<file path="src/rtl/alu_pkg.sv">
package alu_pkg;
  typedef enum logic [2:0] {
    OP_ADD  = 3'd0,
    OP_ADDC = 3'd1,
    OP_SUB  = 3'd2,
    OP_CMP  = 3'd3,
    OP_AND  = 3'd4,
    OP_XOR  = 3'd5,
    OP_MOV  = 3'd6,
    OP_RRC  = 3'd7
  } alu_op_e;

  typedef struct packed {
    logic gie;
    logic v;
    logic n;
    logic z;
    logic c;
  } status_t;
endpackage

</file>
<file path="src/rtl/alu_addsub.sv">
module alu_addsub #(
  parameter int WIDTH = 16
) (
  input  logic [WIDTH-1:0] a,
  input  logic [WIDTH-1:0] b,
  input  logic             invert_b,
  input  logic             cin,
  output logic [WIDTH-1:0] sum,
  output logic             cout,
  output logic             ovf
);
  localparam int MSB = WIDTH - 1;
  logic [WIDTH-1:0] b_eff;
  logic [WIDTH:0]   wide;

  always_comb begin
    b_eff = invert_b ? ~b : b;
    wide  = {1'b0, a} + {1'b0, b_eff} + {{WIDTH{1'b0}}, cin};
    sum   = wide[WIDTH-1:0];
    cout  = wide[WIDTH];
    ovf   = (a[MSB] == b_eff[MSB]) && (sum[MSB] != a[MSB]);
  end
endmodule

</file>
<file path="src/rtl/alu_logic_unit.sv">
module alu_logic_unit #(
  parameter int WIDTH = 16
) (
  input  logic [WIDTH-1:0] a,
  input  logic [WIDTH-1:0] b,
  input  logic [1:0]       sel,
  input  logic             cin,
  output logic [WIDTH-1:0] y,
  output logic             cout
);
  always_comb begin
    cout = 1'b0;
    unique case (sel)
      2'd0: y = a & b;
      2'd1: y = a ^ b;
      2'd2: y = b;
      default: begin
        y    = {cin, a[WIDTH-1:1]};
        cout = a[0];
      end
    endcase
    if (sel != 2'd3) cout = |y;
  end
endmodule

</file>
<file path="src/rtl/alu_status_reg.sv">
module alu_status_reg
  import alu_pkg::*;
(
  input  logic    clk,
  input  logic    rst,
  input  logic    sr_wr,
  input  status_t sr_data,
  input  logic    upd_en,
  input  logic    c_in,
  input  logic    z_in,
  input  logic    n_in,
  input  logic    v_in,
  output status_t sr_q
);
  always_ff @(posedge clk) begin
    if (rst) begin
      sr_q <= '0;
    end else if (sr_wr) begin
      sr_q <= sr_data;
    end else if (upd_en) begin
      sr_q.c <= c_in;
      sr_q.z <= z_in;
      sr_q.n <= n_in;
      sr_q.v <= v_in;
    end
  end

  AST_SR_LOAD: assert property (@(posedge clk) disable iff (rst)
    sr_wr |=> sr_q == $past(sr_data));
  AST_GIE_HOLD: assert property (@(posedge clk) disable iff (rst)
    !sr_wr |=> $stable(sr_q.gie));
  AST_IDLE_HOLD: assert property (@(posedge clk) disable iff (rst)
    (!sr_wr && !upd_en) |=> $stable(sr_q));
endmodule

</file>
<file path="src/rtl/alu_sr_core.sv">
module alu_sr_core
  import alu_pkg::*;
#(
  parameter int WIDTH = 16
) (
  input  logic             clk,
  input  logic             rst,
  input  logic             op_valid,
  input  logic [2:0]       op_code,
  input  logic [WIDTH-1:0] opnd_a,
  input  logic [WIDTH-1:0] opnd_b,
  input  logic             sr_wr,
  input  logic [4:0]       sr_wr_data,
  output logic [WIDTH-1:0] result,
  output logic             res_wr,
  output logic             flag_c,
  output logic             flag_z,
  output logic             flag_n,
  output logic             flag_v,
  output logic             flag_gie
);
  localparam int MSB = WIDTH - 1;

  alu_op_e          op;
  status_t          sr_q;
  logic             is_arith;
  logic             sub_mode;
  logic             add_cin;
  logic [WIDTH-1:0] arith_y;
  logic             arith_c;
  logic             arith_v;
  logic [WIDTH-1:0] logic_y;
  logic             logic_c;
  logic             new_c;
  logic             new_v;
  logic             upd_en;

  assign op       = alu_op_e'(op_code);
  assign is_arith = (op_code[2] == 1'b0);
  assign sub_mode = (op == OP_SUB) || (op == OP_CMP);
  assign add_cin  = sub_mode ? 1'b1 : ((op == OP_ADDC) ? sr_q.c : 1'b0);

  alu_addsub #(.WIDTH(WIDTH)) u_addsub (
    .a(opnd_a), .b(opnd_b), .invert_b(sub_mode), .cin(add_cin),
    .sum(arith_y), .cout(arith_c), .ovf(arith_v)
  );

  alu_logic_unit #(.WIDTH(WIDTH)) u_logic (
    .a(opnd_a), .b(opnd_b), .sel(op_code[1:0]), .cin(sr_q.c),
    .y(logic_y), .cout(logic_c)
  );

  always_comb begin
    result = is_arith ? arith_y : logic_y;
    new_c  = is_arith ? arith_c : logic_c;
    new_v  = is_arith ? arith_v : 1'b0;
    res_wr = op_valid && (op != OP_CMP);
    upd_en = op_valid && (op != OP_MOV);
  end

  alu_status_reg u_sr (
    .clk(clk), .rst(rst), .sr_wr(sr_wr), .sr_data(status_t'(sr_wr_data)),
    .upd_en(upd_en), .c_in(new_c), .z_in(result == '0), .n_in(result[MSB]),
    .v_in(new_v), .sr_q(sr_q)
  );

  assign flag_c   = sr_q.c;
  assign flag_z   = sr_q.z;
  assign flag_n   = sr_q.n;
  assign flag_v   = sr_q.v;
  assign flag_gie = sr_q.gie;

  AST_MOV_KEEPS: assert property (@(posedge clk) disable iff (rst)
    (op_valid && !sr_wr && op_code == 3'd6) |=>
      $stable({flag_gie, flag_v, flag_n, flag_z, flag_c}));
  AST_ZERO_SIGN: assert property (@(posedge clk) disable iff (rst)
    (op_valid && !sr_wr && op_code != 3'd6) |=>
      (flag_z == ($past(result) == '0)) && (flag_n == $past(result[MSB])));
  AST_LOGIC_V_CLEAR: assert property (@(posedge clk) disable iff (rst)
    (op_valid && !sr_wr && op_code[2] && op_code != 3'd6) |=> !flag_v);
  AST_SUB_BORROW: assert property (@(posedge clk) disable iff (rst)
    (op_valid && !sr_wr && (op_code == 3'd2 || op_code == 3'd3)) |=>
      flag_c == ($past(opnd_a) >= $past(opnd_b)));
endmodule

</file>
<file path="config.mk">
export PLATFORM = sky130hd
export DESIGN_NAME = alu_sr_core
export DESIGN_NICKNAME = d
export VERILOG_FILES = /design/src/rtl/alu_pkg.sv /design/src/rtl/alu_addsub.sv /design/src/rtl/alu_logic_unit.sv /design/src/rtl/alu_status_reg.sv /design/src/rtl/alu_sr_core.sv
export SDC_FILE = /design/constraint.sdc
export NUM_CORES = 1
export LEC_CHECK = 0
export BUFFER_PORTS_ARGS = -buffer_cell sky130_fd_sc_hd__clkbuf_2
export CELL_PAD_IN_SITES_DETAIL_PLACEMENT = 1
export CELL_PAD_IN_SITES_GLOBAL_PLACEMENT = 1
export CORE_UTILIZATION = 25
export CTS_CLUSTER_DIAMETER = 80
export CTS_CLUSTER_SIZE = 20
export DETAILED_ROUTE_END_ITERATION = 12
export GPL_ROUTABILITY_DRIVEN = 1
export GPL_TIMING_DRIVEN = 0
export PLACE_DENSITY = 0.71
export RECOVER_POWER = 25
export SLEW_MARGIN = 20
export SYNTH_ARGS = -nofsm -noshare
export SYNTH_HDL_FRONTEND = slang
export SYNTH_SLANG_ARGS = --single-unit
</file>
<file path="constraint.sdc">
create_clock -name clk -period 3.3 [get_ports clk]
set_input_delay 0.165 -clock clk [delete_from_list [all_inputs] [get_ports clk]]
set_output_delay 0.165 -clock clk [all_outputs]
set_load 0.05 [all_outputs]
</file>
==> results of run 1 <==
==> final timing paths <==
path	start	end	slack, ps	cells after the start
worst max-delay path	op_code[2]	u_sr.sr_q[1]	120	16
worst min register to register	u_sr.sr_q[4]	u_sr.sr_q[4]	500	2
worst max register to register	u_sr.sr_q[0]	u_sr.sr_q[1]	200	13
worst min-delay path	sr_wr_data[2]	u_sr.sr_q[2]	190	3
==> power by group through the flow <==
stage	combinational (µW)	sequential, µW	clock, µW
floorplan	540	83.2	0
global placement	723	68.7	0
detailed placement	741	68.8	0
CTS	759	67.9	113
global route	840	68.2	117
finish	773	67.9	111
==> cells in the mapped netlist (7+ instances only) <==
cell,number
a21o_1,7
a21oi_1,19
and3_1,7
ha_1,32
inv_1,10
mux4_2,14
nand2_1,21
nor2_1,14
o21ai_0,19
xnor2_1,20
xor2_1,9
==> final cells by class <==
class	count	share of cell area, %
plain buffers	11	4.708
inverters	10	1.308
repair buffers	69	12.60
well taps	105	4.577
flip-flops and latches	5	3.487
multi-input cells	232	71.75
clock buffers	4	1.569
==> tightest hold or removal path, stage by stage <==
cell and delay (ps):
clkbuf_2 80, nand2_1 50, a21oi_1 60
==> per-stage QoR <==
step	hold WS (ps)	worst slack, ps	cells	setup TNS (ps)	power [µW]
floorplan	234.1	28.67	260	0	623.0
global placement	402.2	-568.7	429	-3355	791.6
detailed placement	414.4	-577.6	429	-3720	809.8
CTS	192.7	24.83	433	0	940.3
global route	211.1	-32.33	436	-38.51	1026
finish	193.5	123.7	436	0	951.8
==> what timing repair did <==
item | in CTS | in global routing
setup buffers | 2 | 3
pin swaps | 3 | 5
hold buffers | 0 | 0
setup endpoints to repair | 13 | 8
resized for setup | 21 | 12
==> kinds of logic after synthesis <==
family / synth area share [%]
AOI/OAI and AO/OA: 24.33
xor gates and xnor gates: 11.82
adders and majority gates: 20.49
buffers and inverters: 5.238
DFF: 4.657
muxes: 17.17
and+or+nand+nor: 16.30
==> routing by layer <==
metal / vias to the layer above / global-route usage, % / part of all wire, %
met1: 1119 / 21.24 / 47
met2: 51 / 28.78 / 49
met5: - / 0 / 0
li1: 1135 / - / -
met3: 8 / 1.047 / 2.9
met4: 0 / 2.904 / 1.6
==> layout by cell type (no fill, tap or decap), drive strengths merged, types with 3 or more instances in the layout <==
| cell | count |
|---|---|
| clkbuf | 70 |
| ha | 32 |
| o21ai | 22 |
| nand2 | 21 |
| xnor2 | 20 |
| a21oi | 20 |
| mux4 | 14 |
| nor2 | 14 |
| buf | 14 |
| inv | 10 |
| xor2 | 9 |
| and3 | 8 |
| a21o | 7 |
| dfxtp | 5 |
| nor3 | 5 |
| a31oi | 5 |
| nand3 | 4 |
| nand4 | 3 |
| o21a | 3 |
| mux2 | 3 |
| o22ai | 3 |
| or3 | 3 |
| nor4 | 3 |
| a211oi | 3 |
| nand2b | 3 |
| o31ai | 3 |
==> flow_summary.yaml, run 1 <==
power_and_ir_drop:
  seqPwrFrac_pct: 7.1
  power_switching_uw: 517.2
  power_frac_clock_pct: 11.6
  powerDensity_nw_per_um2: 331.6
  combPwrFrac_pct: 81.2
  p_int_uw: 434.7
  leakagePower_uw: 0.001275
  ir_worst_vdd_mv: 0.1064
  switching_share_pct: 54.33
yosys:
  yosysWarnings: 0
  synth_top_cell_by_area: "ha_1"
  synthArstFlopShare_pct: 0
  yosysTopAreaCellShare_pct: 18.63
  syn_inst: 260
  syn-num-nets: 338
  yosysUniqueCellTypes: 51
  syn_avg_cell_area_um2: 8.268
  synth-edff-count: 0
  synth_area_leaders: "ha_1, mux4_2, xnor2_1"
  ys_ff_latch: 5
  syn_area_um2: 2150
  ys.flop_type: "dfxtp_1"
  synth-seq-area-share_pct: 4.657
timing:
  hold_viol: 0
  rsz0062_at_grt: "yes"
  period_needed_ps: 3176
  timing.fmax_mhz: 314.8
  max_slew_margin_pct: 57.46
  fin_skew_ps: 1.443
  maxSlewViolCount: 0
  tightest_slew_ps: 631.4
  fin_crit_sh_pct: 96.25
  finalSetupViolCount: 0
placement:
  place_congestion: 0.8170
  placed_area_um2: 2686
  dp_hpwl_mm: 6.238
  port_buffers: 64
layout:
  multi_input_area_um2: 2059
  nFillCells: 1025
  largest_reg_flops: 5
  regMostFlops: "u_sr.sr_q"
  fin_util_pct: 34.76
  layout-drive-gt1-share_pct: 36.56
  largestRegisters: "u_sr.sr_q: 5 flops"
  seqCellArea_um2: 100.1
  area_delta_synth_final_pct: 33.53
  layout.nets: 410
  stdcell_area_um2: 2870
  diodes: 0
worst_setup_path:
  endpoint_kind: "register"
  critPathKind: "input pin to register"
  cp_num_buf_inv: 4
  cp_slowest_cell: "or4_1"
  crit_arrival_ps: 3320
  cp.required_ps: 3450
  crit_path_max_incr_delay_ps: 500
  critical-path-top-delay-family: "compound AO/OA/AOI/OAI gates"
  crit_path_frequent_cell: "fa_2"
  path_cells: "clkbuf_4 > inv_1 > clkbuf_8 > nand2_8 > xnor2_2 > fa_2 > inv_2 > fa_2 > nand2b_4 > a21oi_2 > o41a_1 > a211oi_2 > xor2_1 > o21ai_4 > or4_1 > o21ai_1"
  cp_max_fo: 7
  startpoint_type: "input pin"
floorplan:
  initial_utilization_pct: 26.03
  die_x_um: 94.73
  core_um2: 8258
  ios: 66
  row_count: 33
  dieArea_um2: 8973
  die_h_um: 94.73
drt:
  vias: 2313
  vias_per_cell: 5.305
  finalWirelength_mm: 7.239
  drtIter0Drc: 87
  drt-pass1-iter-count: 4
  drc: 0
  avgRoutedWirePerCell_um: 16.60
  ant_nets: 0
min_path:
  hold_class: "input pin to register"
cts:
  ctsRootBufferMaster: "clkbuf_8"
  clkLatencyLatePin_ps: 220
  htree_levels: 1
  cts_tree: "yes"
  cts_buffer_depth: 2
  numCtsBuffers: 3
  clkSlewWorstSetupHoldPaths_ps: 40
  clock-sinks: 5
grt:
  antenna_found_initial: 0
  grt_first_pass_wirelength_mm: 11.56
  grt_max_degree: 20
  grt_util_all_layers_pct: 16.09
  grt_pass1_vias: 2364
  grt.overflow.total: 0
flow_run:
  cap_violations: 0
status:
  status: "complete, no violations"
Power figures use the tool's default switching activity.
==> run 2, diff against run 1 <==
Settings changed: CAP_MARGIN set to 30, PLACE_DENSITY 0.71 to unset, PLACE_DENSITY_LB_ADDON set to 0.1.
==> run 2 against run 1 <==
Effect of this change: total power rose by 1.6%; design area rose by 1.5%; non-clock buffer count rose by 1; routed wire length rose by 2.7%; flip-flop and latch count did not move; first-iteration DRC count fell by 17%; setup slack improved by 25 ps; sequential share of layout area barely moved; final cell count rose by 0.23%; highest routed layer unchanged; via count fell by 1.3%; maximum frequency rose by 0.79%.
==> flow_summary.yaml, run 2 (synthesis results as in run 1) <==
status:
  status: "complete, no violations"
layout:
  regMostFlops: "u_sr.sr_q"
  stdcell_area_um2: 2913
  final_cell_mix: "clkbuf_2, ha_1, nand2_1, xnor2_1, o21ai_0"
  nFillCells: 1028
  layout-drive-gt1-share_pct: 38.55
  instances_no_fill: 437
  final_common_cell: "clkbuf_2"
  area_delta_synth_final_pct: 35.51
  largestRegisters: "u_sr.sr_q: 5 flops"
  layout.nets: 411
  diodes: 0
  largest_reg_flops: 5
placement:
  dp_hpwl_mm: 6.323
  port_buffers: 64
  placed_area_um2: 2686
  place_congestion: 0.7817
  dp.cells: 429
cts:
  clkSlewWorstSetupHoldPaths_ps: 40
  clock-sinks: 5
  cts_tree: "yes"
  ctsHoldBuffers: 0
  ctsRootBufferMaster: "clkbuf_8"
  clkLatencyLatePin_ps: 220
  numCtsBuffers: 3
  htree_levels: 1
  cts_buffer_depth: 2
floorplan:
  row_count: 33
  initial_utilization_pct: 26.03
  ios: 66
  dieArea_um2: 8973
  die_h_um: 94.73
  die_x_um: 94.73
  core_um2: 8258
worst_setup_path:
  cp_max_fo: 4
  startpoint_type: "register"
  critPathKind: "register to register"
  crit_arrival_ps: 3300
  cp.required_ps: 3450
  endpoint_kind: "register"
timing:
  rsz0062_at_grt: "no"
  period_needed_ps: 3151
  timing.hold.ws_ps: 182.7
  timing.fmax_mhz: 317.3
  maxSlewViolCount: 0
  finalSetupViolCount: 0
  fin_skew_ps: 0.7439
  fin_crit_sh_pct: 95.50
  hold_viol: 0
  max_slew_margin_pct: 51.77
  tightest_slew_ps: 715.9
drt:
  vias: 2284
  drtIter0Drc: 72
  finalWirelength_mm: 7.434
  avgRoutedWirePerCell_um: 17.01
  drt-pass1-iter-count: 4
  drc: 0
  vias_per_cell: 5.227
  ant_nets: 0
power_and_ir_drop:
  powerDensity_nw_per_um2: 332.0
  power_uw: 966.9
  leakagePower_uw: 0.001292
  ir_worst_vdd_mv: 0.1658
grt:
  grt_max_degree: 20
  grt_first_pass_wirelength_mm: 12.26
  grt.overflow.total: 0
  antenna_found_initial: 0
  grt_pass1_vias: 2355
  grt_util_all_layers_pct: 17.53
flow_run:
  cap_violations: 0
min_path:
  hold_class: "input pin to register"
==> run 2: timing repair <==
action / in CTS / in global routing
setup buffers: 6 / 0
pin swaps: 4 / 9
setup endpoints to repair: 14 / 6
resized for setup: 27 / 16
==> run 2: final timing paths <==
kind,start,endpoint,slack (ps),cells after the start
worst max register to register,u_sr.sr_q[0],u_sr.sr_q[1],150,13
worst max-delay path,u_sr.sr_q[0],u_sr.sr_q[1],150,13
worst min-delay path,sr_wr_data[2],u_sr.sr_q[2],180,3
worst min register to register,u_sr.sr_q[4],u_sr.sr_q[4],490,2
==> run 2: per-stage QoR <==
step,utilization [%],worst slack [ps],TNS [ps]
3_3_place_gp,32.53,-680.3,-4480
6_report,35.27,148.6,0
5_1_grt,35.27,16.03,0
3_5_place_dp,32.53,-682.5,-4743
2_1_floorplan,-,28.67,0
4_1_cts,34.76,9.566,0
==> run 2: routing by layer <==
metal | global-route usage [%] | share of wire (%) | routed length [µm]
met4 | 2.399 | 0.63 | 47
met2 | 30.10 | 47 | 3524
met3 | 1.127 | 3.1 | 228
met1 | 24.46 | 49 | 3634
met5 | 0 | 0 | 0
==> run 2: final cells by class <==
class,count,area [µm²],area share (%)
inverters,10,37.54,1.289
plain buffers,11,135.1,4.639
multi-input cells,232,2090,71.74
repair buffers,70,372.9,12.80
clock buffers,4,45.04,1.546
well taps,105,131.4,4.510
flip-flops and latches,5,101.3,3.479
==> run 2: worst max-delay path: stages, from the launching register on <==
cell and delay, ps:
dfxtp_2 340, a21oi_2 150, nor2_2 60, fa_2 400, inv_2 70, fa_2 200
nand2b_4 140, a21oi_4 70, o41a_1 410, a211oi_2 260, xor2_1 260, o21ai_4 80
or4_4 510, o21ai_2 130
==> run 2: report_power, final <==
group | switching, µW | total, µW | internal (µW) | leakage [µW]
clock | 29.2 | 112 | 82.9 | 0.0000228
combinational | 493 | 786 | 293 | 0.00123
sequential | 3.24 | 68.6 | 65.4 | 0.0000417
==> run 3, diff against run 2 <==
--- a/config.mk
+++ b/config.mk
@@ -7,5 +7,5 @@
 export LEC_CHECK = 0
 export BUFFER_PORTS_ARGS = -buffer_cell sky130_fd_sc_hd__clkbuf_2
-export CAP_MARGIN = 30
+export CAP_MARGIN = 20
 export CELL_PAD_IN_SITES_DETAIL_PLACEMENT = 1
 export CELL_PAD_IN_SITES_GLOBAL_PLACEMENT = 1
==> constraint.sdc (replaced) <==
create_clock -name clk -period 3.3 [get_ports clk]
set_input_delay 0.165 -clock clk [delete_from_list [all_inputs] [get_ports clk]]
set_output_delay 0.165 -clock clk [all_outputs]
set_load 0.1 [all_outputs]
==> run 3 against run 2 <==
Effect of this change: sequential share of layout area shrank 0.067 points; worst hold slack better by 2.5 ps; flip-flop and latch count stayed put; maximum frequency hardly changed; register-to-register slack barely moved; design area rose by 4.5%; total power up 23%; first-iteration DRC count shrank 6.9%; critical path depth stayed put; core utilization grew 1.6 points; final cell count down 0.23%; critical endpoint unchanged.
==> flow_summary.yaml, run 3 (synthesis results as in run 1) <==
status:
  status: "complete, no violations"
min_path:
  min_path_cells: 2
  hold_end: "u_sr.sr_q[2]"
  min_from: "rst"
  hold_class: "input pin to register"
cts:
  numCtsBuffers: 3
  htree_levels: 1
  cts_buffer_depth: 2
  clock-sinks: 5
  cts_tree: "yes"
  ctsHoldBuffers: 0
  clkLatencyLatePin_ps: 230
  ctsRootBufferMaster: "clkbuf_8"
  clkSlewWorstSetupHoldPaths_ps: 40
drt:
  finalWirelength_mm: 7.579
  drc: 0
  avgRoutedWirePerCell_um: 17.38
  ant_nets: 0
  vias: 2301
  drtIter0Drc: 67
  vias_per_cell: 5.278
  drt-pass1-iter-count: 6
timing:
  fin_crit_sh_pct: 95.47
  rsz0062_at_grt: "yes"
  timing.fmax_mhz: 317.4
  layout_setup_ws_ps: 149.6
  fin_skew_ps: 1.287
  max_slew_margin_pct: 22.90
  maxSlewViolCount: 0
  hold_viol: 0
  finalSetupViolCount: 0
  period_needed_ps: 3150
  tightest_slew_ps: 1161
  timing.hold.ws_ps: 185.3
floorplan:
  ios: 66
  initial_utilization_pct: 26.03
  dieArea_um2: 8973
  row_count: 33
  core_um2: 8258
  die_h_um: 94.73
  die_x_um: 94.73
grt:
  grt_pass1_vias: 2277
  grt_first_pass_wirelength_mm: 12.40
  antenna_found_initial: 0
  grt.overflow.total: 0
  grt_util_all_layers_pct: 18.46
  grt_max_degree: 11
worst_setup_path:
  cp.required_ps: 3460
  ff2ff_setup_slack_ps: 150
  worstReg2RegEnd: "u_sr.sr_q[1]"
  worstRegToRegCells: 13
  startpoint_type: "register"
  r2r-start: "u_sr.sr_q[0]"
  cp_max_fo: 4
  critPathKind: "register to register"
  crit_arrival_ps: 3310
  endpoint_kind: "register"
layout:
  diodes: 0
  nFillCells: 988
  layout.nets: 410
  regMostFlops: "u_sr.sr_q"
  fin_util_pct: 36.85
  final_common_cell: "clkbuf_2"
  largestRegisters: "u_sr.sr_q: 5 flops"
  layout-drive-gt1-share_pct: 41.39
  largest_reg_flops: 5
  area_delta_synth_final_pct: 41.56
  final_cell_mix: "clkbuf_2, ha_1, xnor2_1, nand2_1"
power_and_ir_drop:
  leakagePower_uw: 0.001319
  seqPwrFrac_pct: 5.8
  switching_share_pct: 60.30
  combPwrFrac_pct: 84.5
  power_frac_clock_pct: 9.7
  ir_worst_vdd_mv: 0.2239
  p_int_uw: 472.0
  power_switching_uw: 717.0
  powerDensity_nw_per_um2: 390.8
placement:
  dp_hpwl_mm: 6.512
  port_buffers: 64
  place_congestion: 0.7731
  post-place-ws_ps: -626.9
flow_run:
  cap_violations: 0
[run 3: changes by cell type in the layout (fill, tap and decap cells not counted), moves of 3 or more]
cell / change
clkbuf_2: -4
clkbuf_4: +3
a21oi_1: -3
buf_4: -4
[run 3: what timing repair did]
action / in CTS / in global routing
buffers inserted: 3 / 2
endpoints found under the setup margin: 11 / 8
pin swaps: 3 / 11
gates resized for setup: 28 / 13
[run 3: how the worst max path moves through the flow]
stage | start | end | slack [ps]
2_1_floorplan | op_code[1] | u_sr.sr_q[1] | -70
3_3_place_gp | op_code[1] | u_sr.sr_q[1] | -620
5_1_grt | u_sr.sr_q[0] | u_sr.sr_q[1] | -40
4_1_cts | op_code[1] | u_sr.sr_q[1] | 10
6_report | u_sr.sr_q[0] | u_sr.sr_q[1] | 150
3_5_place_dp | op_code[1] | u_sr.sr_q[1] | -630
[run 3: metrics by stage]
| stage | power, µW | area [µm²] | std cells | TNS (ps) |
|---|---|---|---|---|
| floorplan | 834.4 | 2386 | 260 | -66.13 |
| global placement | 1017 | 2838 | 429 | -3740 |
| detailed placement | 1027 | 2838 | 429 | -3745 |
| CTS | 1202 | 3025 | 436 | 0 |
| global route | 1275 | 3043 | 436 | -36.00 |
| finish | 1189 | 3043 | 436 | 0 |
[run 3: power by group through the flow]
stage / Sequential (µW) / Combinational [µW] / Clock, µW
after floorplan: 99.2 / 735 / 0
after global placement: 68.6 / 948 / 0
after detailed placement: 68.9 / 958 / 0
after CTS: 68.0 / 1010 / 120
after global routing: 69.0 / 1080 / 127
final: 68.4 / 1010 / 115
[run 3: area by class of cell]
cell class                      count  area, µm²  area share, %
Timing Repair Buffer               69      401.6          13.20
Clock buffer                        4      45.04          1.480
Multi-Input combinational cell    232       2166          71.18
Inverter                           10      40.04          1.316
Buffer                             11      155.1          5.099
Tap cell                          105      131.4          4.317
Sequential cell                     5      103.9          3.413
[run 3: critical path, stage by stage, from the launching register on]
cell,delay (ps)
dfxtp_4,350
a21oi_4,140
nor2_4,40
fa_2,370
inv_2,60
fa_2,200
nand2b_4,140
a21oi_4,60
o41a_1,500
a211oi_2,250
xor2_1,260
o21ai_4,80
or4_1,490
o21ai_1,130
[run 3: routing by layer]
metal	GRT usage, %	share of wire (%)
met1	26.28	49
met2	30.52	47
met3	2.013	3.2
met4	2.273	0.36
met5	0	0
